File: src/rtl/hpd_pkg.sv
package hpd_pkg;

   localparam int HPD_NEVT   = 6;
   localparam int HPD_CODE_W = 8;
   localparam int HPD_RTE_W  = 3;

   typedef enum int {
      EV_ATTN_ON    = 0,
      EV_ATTN_BLINK = 1,
      EV_ATTN_OFF   = 2,
      EV_PWR_ON     = 3,
      EV_PWR_BLINK  = 4,
      EV_PWR_OFF    = 5
   } hpd_evt_e;

   typedef logic [HPD_NEVT-1:0] hpd_vec_t;

   // code that raises the flag at a given event position
   function automatic logic [HPD_CODE_W-1:0] hpd_code_of(input int idx);
      case (idx)
         EV_ATTN_ON:    hpd_code_of = 8'h41;
         EV_ATTN_BLINK: hpd_code_of = 8'h43;
         EV_ATTN_OFF:   hpd_code_of = 8'h40;
         EV_PWR_ON:     hpd_code_of = 8'h45;
         EV_PWR_BLINK:  hpd_code_of = 8'h47;
         EV_PWR_OFF:    hpd_code_of = 8'h44;
         default:       hpd_code_of = 8'h00;
      endcase
   endfunction

endpackage

File: src/rtl/hpd_code_match.sv
module hpd_code_match
   import hpd_pkg::*;
#(
   parameter int                  CODE_W      = HPD_CODE_W,
   parameter int                  RTE_W       = HPD_RTE_W,
   parameter int                  NEVT        = HPD_NEVT,
   parameter logic [RTE_W-1:0]    ROUTE_LOCAL = 3'b100
) (
   input  logic              clk,
   input  logic              rst_n,
   input  logic              msg_valid,
   input  logic [CODE_W-1:0] msg_code,
   input  logic [RTE_W-1:0]  msg_route,
   output logic [NEVT-1:0]   evt_set
);

   if (CODE_W != HPD_CODE_W) begin : g_bad_code_w
      $error("hpd_code_match: CODE_W must equal the package code width");
   end
   if (NEVT != HPD_NEVT) begin : g_bad_nevt
      $error("hpd_code_match: NEVT must equal the package event count");
   end

   logic              route_ok;
   logic [NEVT-1:0]   code_hit;

   assign route_ok = msg_valid && (msg_route == ROUTE_LOCAL);

   for (genvar i = 0; i < NEVT; i++) begin : g_cmp
      localparam logic [CODE_W-1:0] MATCH = hpd_code_of(i);
      assign code_hit[i] = (msg_code == MATCH);
   end

   assign evt_set = route_ok ? code_hit : '0;

   // the code table is distinct, so at most one event fires
   p_set_onehot_r3: assert property (@(posedge clk) disable iff (!rst_n)
      $onehot0(evt_set));

   // the ignored codes never produce an event
   p_ignored_codes_r5: assert property (@(posedge clk) disable iff (!rst_n)
      (msg_code == 8'h48 || msg_code == 8'h7F) |-> (evt_set == '0));

   // no event without the local routing value
   p_route_gate_r2: assert property (@(posedge clk) disable iff (!rst_n)
      (msg_route != ROUTE_LOCAL) |-> (evt_set == '0));

endmodule

File: src/rtl/hpd_sticky_bank.sv
module hpd_sticky_bank #(
   parameter int NEVT = 6
) (
   input  logic            clk,
   input  logic            rst_n,
   input  logic [NEVT-1:0] set_vec,
   input  logic [NEVT-1:0] clr_vec,
   input  logic            en_load,
   input  logic [NEVT-1:0] en_data,
   output logic [NEVT-1:0] status_q,
   output logic [NEVT-1:0] enable_q
);

   if (NEVT < 1) begin : g_bad_nevt
      $error("hpd_sticky_bank: NEVT must be at least 1");
   end

   for (genvar i = 0; i < NEVT; i++) begin : g_cell
      always_ff @(posedge clk) begin
         if (!rst_n) begin
            status_q[i] <= 1'b0;
         end else if (set_vec[i]) begin
            status_q[i] <= 1'b1;
         end else if (clr_vec[i]) begin
            status_q[i] <= 1'b0;
         end
      end

      // a collision leaves the bit set
      p_set_wins_r8: assert property (@(posedge clk) disable iff (!rst_n)
         (set_vec[i] && clr_vec[i]) |=> status_q[i]);

      // without a clear, a set bit holds
      p_sticky_r6: assert property (@(posedge clk) disable iff (!rst_n)
         (status_q[i] && !clr_vec[i]) |=> status_q[i]);

      // a clear without a set empties the bit
      p_w1c_r7: assert property (@(posedge clk) disable iff (!rst_n)
         (clr_vec[i] && !set_vec[i]) |=> !status_q[i]);
   end

   always_ff @(posedge clk) begin
      if (!rst_n) begin
         enable_q <= '0;
      end else if (en_load) begin
         enable_q <= en_data;
      end
   end

   // enable load takes effect next cycle, otherwise holds
   p_enable_load_r9: assert property (@(posedge clk) disable iff (!rst_n)
      en_load |=> (enable_q == $past(en_data)));
   p_enable_hold_r9: assert property (@(posedge clk) disable iff (!rst_n)
      !en_load |=> $stable(enable_q));

endmodule

File: src/rtl/hpd_irq_merge.sv
module hpd_irq_merge #(
   parameter int NEVT = 6
) (
   input  logic [NEVT-1:0] status,
   input  logic [NEVT-1:0] enable,
   output logic            irq
);

   logic [NEVT:0] chain;

   assign chain[0] = 1'b0;
   for (genvar i = 0; i < NEVT; i++) begin : g_or
      assign chain[i+1] = chain[i] | (status[i] & enable[i]);
   end

   assign irq = chain[NEVT];

endmodule

File: src/rtl/hpd_msg_decoder.sv
module hpd_msg_decoder
   import hpd_pkg::*;
#(
   parameter logic [HPD_RTE_W-1:0] ROUTE_LOCAL = 3'b100
) (
   input  logic                  clk,
   input  logic                  rst_n,
   input  logic                  msg_valid,
   input  logic [HPD_CODE_W-1:0] msg_code,
   input  logic [HPD_RTE_W-1:0]  msg_route,
   input  logic                  cfg_wr,
   input  logic                  cfg_sel,
   input  logic [HPD_NEVT-1:0]   cfg_wdata,
   output logic [HPD_NEVT-1:0]   status_o,
   output logic [HPD_NEVT-1:0]   enable_o,
   output logic                  irq_o
);

   localparam int NEVT = HPD_NEVT;

   logic [NEVT-1:0] evt_set;
   logic [NEVT-1:0] clr_vec;
   logic            en_load;

   assign clr_vec = (cfg_wr && !cfg_sel) ? cfg_wdata : '0;
   assign en_load = cfg_wr && cfg_sel;

   hpd_code_match #(
      .CODE_W      (HPD_CODE_W),
      .RTE_W       (HPD_RTE_W),
      .NEVT        (NEVT),
      .ROUTE_LOCAL (ROUTE_LOCAL)
   ) u_match (
      .clk       (clk),
      .rst_n     (rst_n),
      .msg_valid (msg_valid),
      .msg_code  (msg_code),
      .msg_route (msg_route),
      .evt_set   (evt_set)
   );

   hpd_sticky_bank #(.NEVT(NEVT)) u_bank (
      .clk      (clk),
      .rst_n    (rst_n),
      .set_vec  (evt_set),
      .clr_vec  (clr_vec),
      .en_load  (en_load),
      .en_data  (cfg_wdata),
      .status_q (status_o),
      .enable_q (enable_o)
   );

   hpd_irq_merge #(.NEVT(NEVT)) u_irq (
      .status (status_o),
      .enable (enable_o),
      .irq    (irq_o)
   );

   // off-route messages leave status alone when software is quiet
   p_route_hold_r2: assert property (@(posedge clk) disable iff (!rst_n)
      (msg_valid && msg_route != ROUTE_LOCAL && !cfg_wr) |=> $stable(status_o));

   // a raised request persists until a write changes the registers
   p_irq_hold_r10: assert property (@(posedge clk) disable iff (!rst_n)
      (irq_o && !cfg_wr) |=> irq_o);

   // no request while nothing is enabled
   p_irq_masked_r10: assert property (@(posedge clk) disable iff (!rst_n)
      (enable_o == '0) |-> !irq_o);

   // registers leave reset empty
   p_reset_r1: assert property (@(posedge clk)
      !rst_n |=> (status_o == '0 && enable_o == '0));

endmodule

File: config.mk
export PLATFORM = sky130hd
export DESIGN_NAME = hpd_msg_decoder
export DESIGN_NICKNAME = d
export VERILOG_FILES = /design/src/rtl/hpd_pkg.sv /design/src/rtl/hpd_code_match.sv /design/src/rtl/hpd_sticky_bank.sv /design/src/rtl/hpd_irq_merge.sv /design/src/rtl/hpd_msg_decoder.sv
export SDC_FILE = /design/constraint.sdc
export NUM_CORES = 1
export LEC_CHECK = 0
export BUFFER_PORTS_ARGS = -buffer_cell sky130_fd_sc_hd__buf_4
export CAP_MARGIN = 20
export CORE_MARGIN = 4
export CORE_UTILIZATION = 38
export CTS_BUF_LIST = sky130_fd_sc_hd__clkbuf_4
export CTS_CLUSTER_SIZE = 30
export DETAILED_ROUTE_END_ITERATION = 10
export PLACE_DENSITY = 0.78
export SYNTH_ARGS = -nofsm -noshare
export SYNTH_HDL_FRONTEND = slang
export SYNTH_SLANG_ARGS = --single-unit
File: constraint.sdc
create_clock -name clk -period 0.8 [get_ports clk]
set_clock_uncertainty 0.1 [all_clocks]
set_input_delay 0 -clock clk [delete_from_list [all_inputs] [get_ports clk]]
set_output_delay 0 -clock clk [all_outputs]
set_load 0.005 [all_outputs]
# == After elaboration in Yosys (flattened, before gate mapping) ==
# Index checks and enable logic that the tools add are counted.
# word_totals
reg_bits,12
in_bits,22
out_inout_bits,13
wordCells,49
# classes
eq_ne,7
n_mux,14
bitwise_logic,11
n_reduce_logical,10
# op_table
operator,n
$eq A8 B7 Y1 const B,6
$mux W1,12
$mux W6,2
$reduce_bool A2 Y1,6
$and A1 B1 Y1,6
$or A1 B1 Y1,5
$eq A3 B3 Y1 const B,1
$logic_and A1 B1 Y1,3
$logic_not A1 Y1,1

# == Longest topological paths before layout ==
# logic_depth
ltp_word,6
ltp_mapped,4
mapped_depth_nobuf,3

# == By module ==
# Synthesis repeated with hierarchy kept, for this count alone.
# unflattened
cells_unflattened,63
hier_area_um2,631.9
# by_module_without_submodules
mod,instances,cells_each,area_each_um2,seq_area_each_um2
hpd_sticky_bank,1,38,436.7,240.2
hpd_code_match,1,14,107.6,0.0
hpd_msg_decoder,1,7,60.1,0.0
hpd_irq_merge,1,4,27.5,0.0

# == Worst setup path before layout ==
# Ideal clock, no wire load.
# synth_timing
kind,input-to-reg
startpoint,in cfg_wr
endpoint,reg u_bank.status_q[0]
setup_time_ns,0.122
t_arrival_ns,0.603
required_time_ns,0.578
slack_ns,-0.024
path_stages,4
n_path_buf,1
path_cell_list,clkbuf_1 > and2b_1 > a21o_1 > o21ai_0
# synth_between
elab_chain_len,3
# synth_lines
element,line,source
start: declaration,hpd_msg_decoder.sv:11,"input logic cfg_wr,"
$logic_and A1 B1 Y1,hpd_msg_decoder.sv:25,assign clr_vec = (cfg_wr && !cfg_sel) ? cfg_wdata : '0;
$mux W6,hpd_msg_decoder.sv:25,
$reduce_bool A2 Y1 (no source line),-,
end signal: indexed assignment,hpd_sticky_bank.sv:21,status_q[i] <= 1'b0;
end signal: indexed assignment,hpd_sticky_bank.sv:23,status_q[i] <= 1'b1;
end signal: indexed assignment,hpd_sticky_bank.sv:25,status_q[i] <= 1'b0;
end: declaration,hpd_sticky_bank.sv:10,"output logic [NEVT-1:0] status_q,"
# No other way between the ends.
# A chain may end at the register's enable or synchronous reset.

# == Final worst setup path ==
# layout_timing
startpoint,reg u_bank.status_q[4]
endpoint,out irq_o
# layout_between
elab_chain_len,3
# layout_lines
element,line,source
$and A1 B1 Y1,hpd_irq_merge.sv:13,assign chain[i+1] = chain[i] | (status[i] & enable[i]);
$or A1 B1 Y1 (2 in a row),hpd_irq_merge.sv:13,
end: declaration,hpd_msg_decoder.sv:16,output logic irq_o
# No other way between the ends.

==> flow_summary.ini <==
[yosys]
syn_area_um2 = 564
seq_area_frac_synth_pct = 42.6
synth_area_per_cell_um2 = 8.55
ys_types = 18
synth_seq_cells = 12
synth_nets = 88
yosysWarnings = 0
synthCells = 66

[cells_and_area]
layout_commonest_cell = buf_4
layout-drive-gt1-share_pct = 65.2
most-common-layout-cells = 29 x buf_4, 16 x buf_6, 9 x nand2_1, 9 x dfxtp_2, 7 x nand3_1
seqCellArea_um2 = 263
utilization_pct = 83.3
nets = 139
diodes = 0
areaGrowthSynthToFinish_pct = 99.3
fillers = 71
multi_input_area_um2 = 379

[setup_path]
crit_start = u_bank.status_q[4]
path_buf_inv = 1
reg2reg_depth = 4
worstPathMaxFanout = 3
criticalPathCategory = reg -> out
crit_arrival_ps = 1050
critPathMaxStageDelay_ps = 340
cp-endpoint = irq_o
path_depth = 3
crit_path_end_kind = output pin
crit_slowest_cell = dfxtp_2
crit_path_cell_trace = a22oi_2, nand3_1, buf_4
r2r_slack_ps = -140
critPathLaunchType = flip-flop
cp_top_family = flip-flops
rr_endpoint = u_bank.status_q[2]
r2r_start = u_bank.status_q[2]
crit_required_ps = 700

[floorplan]
die-area_um2 = 2170
start_util_pct = 41.8
core_area_um2 = 1350
rows = 13
ioPinCount = 35
die_w_um = 46.5
die_h_um = 46.5

[timing]
fin_tns_setup_ps = -1780
hold_violations = 8
rsz0062_at_grt = true
fin_crit_sh_pct = 143
drv_slew = 0
clock.fmax_mhz = 872
finalSetupViolCount = 18
setup_ws_ps = -347
min_period_ps = 1150
worstMarginPinSlew_ps = 327
whs_ps = -178
slew_headroom_pct = 78.1

[global_routing]
grt_overflow = 0
grt_max_degree = 13
grt_util_all_layers_pct = 23.4
grt_pass1_wl_um = 3460
antenna_found_initial = 0
grt_pass1_vias = 782

[clock_network]
clk_pin_slew_ps = 80
cts.path.max_buffers = 2
h-tree-depth = 1
cts_sinks = 12
holdBufCountCts = 7
clockRootBuffer = clkbuf_4
cts_tree = built
cts-buffers-inserted = 3
insertion_delay_ps = 270

[outcome]
violations = negative hold slack, negative setup slack
status = finished with violations

[drt]
drc = 0
vias = 734
ant_nets = 0
first_pass_iters = 4
drt_iter0_drc = 9
vias_per_cell = 5.65
wl_per_cell_um = 17.4
wirelength_um = 2270

[flow_run]
maxCapViolCount = 0

[pwr]
total_leakage_power_uw = 0.000520
power_uw = 1250
power-per-cell-area_nw_per_um2 = 1110
max-vdd-ir-drop_v = 0.000917

[place]
gp_congestion = 0.824
portBuffers = 34

[min_path]
hp-class = in -> reg
==> worst min path at each step <==
stage,start,to,slack [ps],cells after the start
2_1_floorplan,msg_code[2],u_bank.status_q[2],1,1
3_3_place_gp,msg_code[2],u_bank.status_q[2],110,2
3_5_place_dp,msg_code[0],u_bank.status_q[5],120,2
4_1_cts,msg_code[2],u_bank.status_q[2],-170,2
5_1_grt,msg_code[2],u_bank.status_q[2],-180,2
6_report,msg_code[2],u_bank.status_q[2],-180,2
==> per-stage QoR <==
stage | instance area (um2) | setup slack [ps] | std cells
6_report | 1120 | -347 | 130
3_3_place_gp | 887 | -136 | 120
4_1_cts | 1090 | -351 | 132
3_5_place_dp | 887 | -259 | 120
2_1_floorplan | 569 | 15.0 | 66
5_1_grt | 1120 | -389 | 130
==> cell type report <==
type | instances | share of cell area [%]
multi-input combinational | 50 | 33.7
inverter | 1 | 0.334
tap | 15 | 1.67
clock buffer | 3 | 2.00
sequential | 12 | 23.4
timing repair buffer | 49 | 38.9
==> synthesized netlist by cell type <==
cell type	count	area (um2)
nand2_1	15	56.3
dfxtp_1	12	240
nand3_1	7	35.0
a21o_1	6	45.0
a21boi_0	5	37.5
o21ai_0	4	20.0
a22oi_1	3	22.5
clkbuf_1	2	7.51
nand4_1	2	12.5
o41ai_1	2	17.5
a21boi_1	1	7.51
and2b_1	1	7.51
and4b_1	1	10.0
buf_2	1	5.00
inv_1	1	3.75
nand2b_2	1	8.76
nor2_1	1	3.75
nor4b_4	1	23.8
==> power breakdown <==
part	internal, uW	leakage, uW	switching [uW]
clock network	174	0.0000138	196
registers	606	0.000104	15.0
logic	152	0.000403	107
==> layer usage <==
layer	GRT usage [%]	vias up	wire, um
li1	-	336	-
met1	22.7	347	824
met2	45.9	43	1250
met3	3.13	8	131
met4	12.5	0	62
met5	0	-	0
==> cells by family after synthesis <==
kind of cell,after synthesis,synth area share [%]
AND/OR/NAND/NOR,29,27.9
AO/OA/AOI/OAI,21,26.6
flip-flops,12,42.6
buffers and inverters,4,2.88
==> state kept, by name, indices dropped and copies added, names as in the netlist <==
| register | cells |
|---|---|
| u_bank.enable_q | 6 |
| u_bank.status_q | 6 |
==> repair_timing <==
item / CTS / global route
resized for setup: 32 / 24
setup buffers: 2 / 4
pin swaps: 3 / 3
endpoints found under the hold margin: 12 / 8
endpoints found under the setup margin: 17 / 25
No activity file was read; power rests on OpenSTA's default activity.
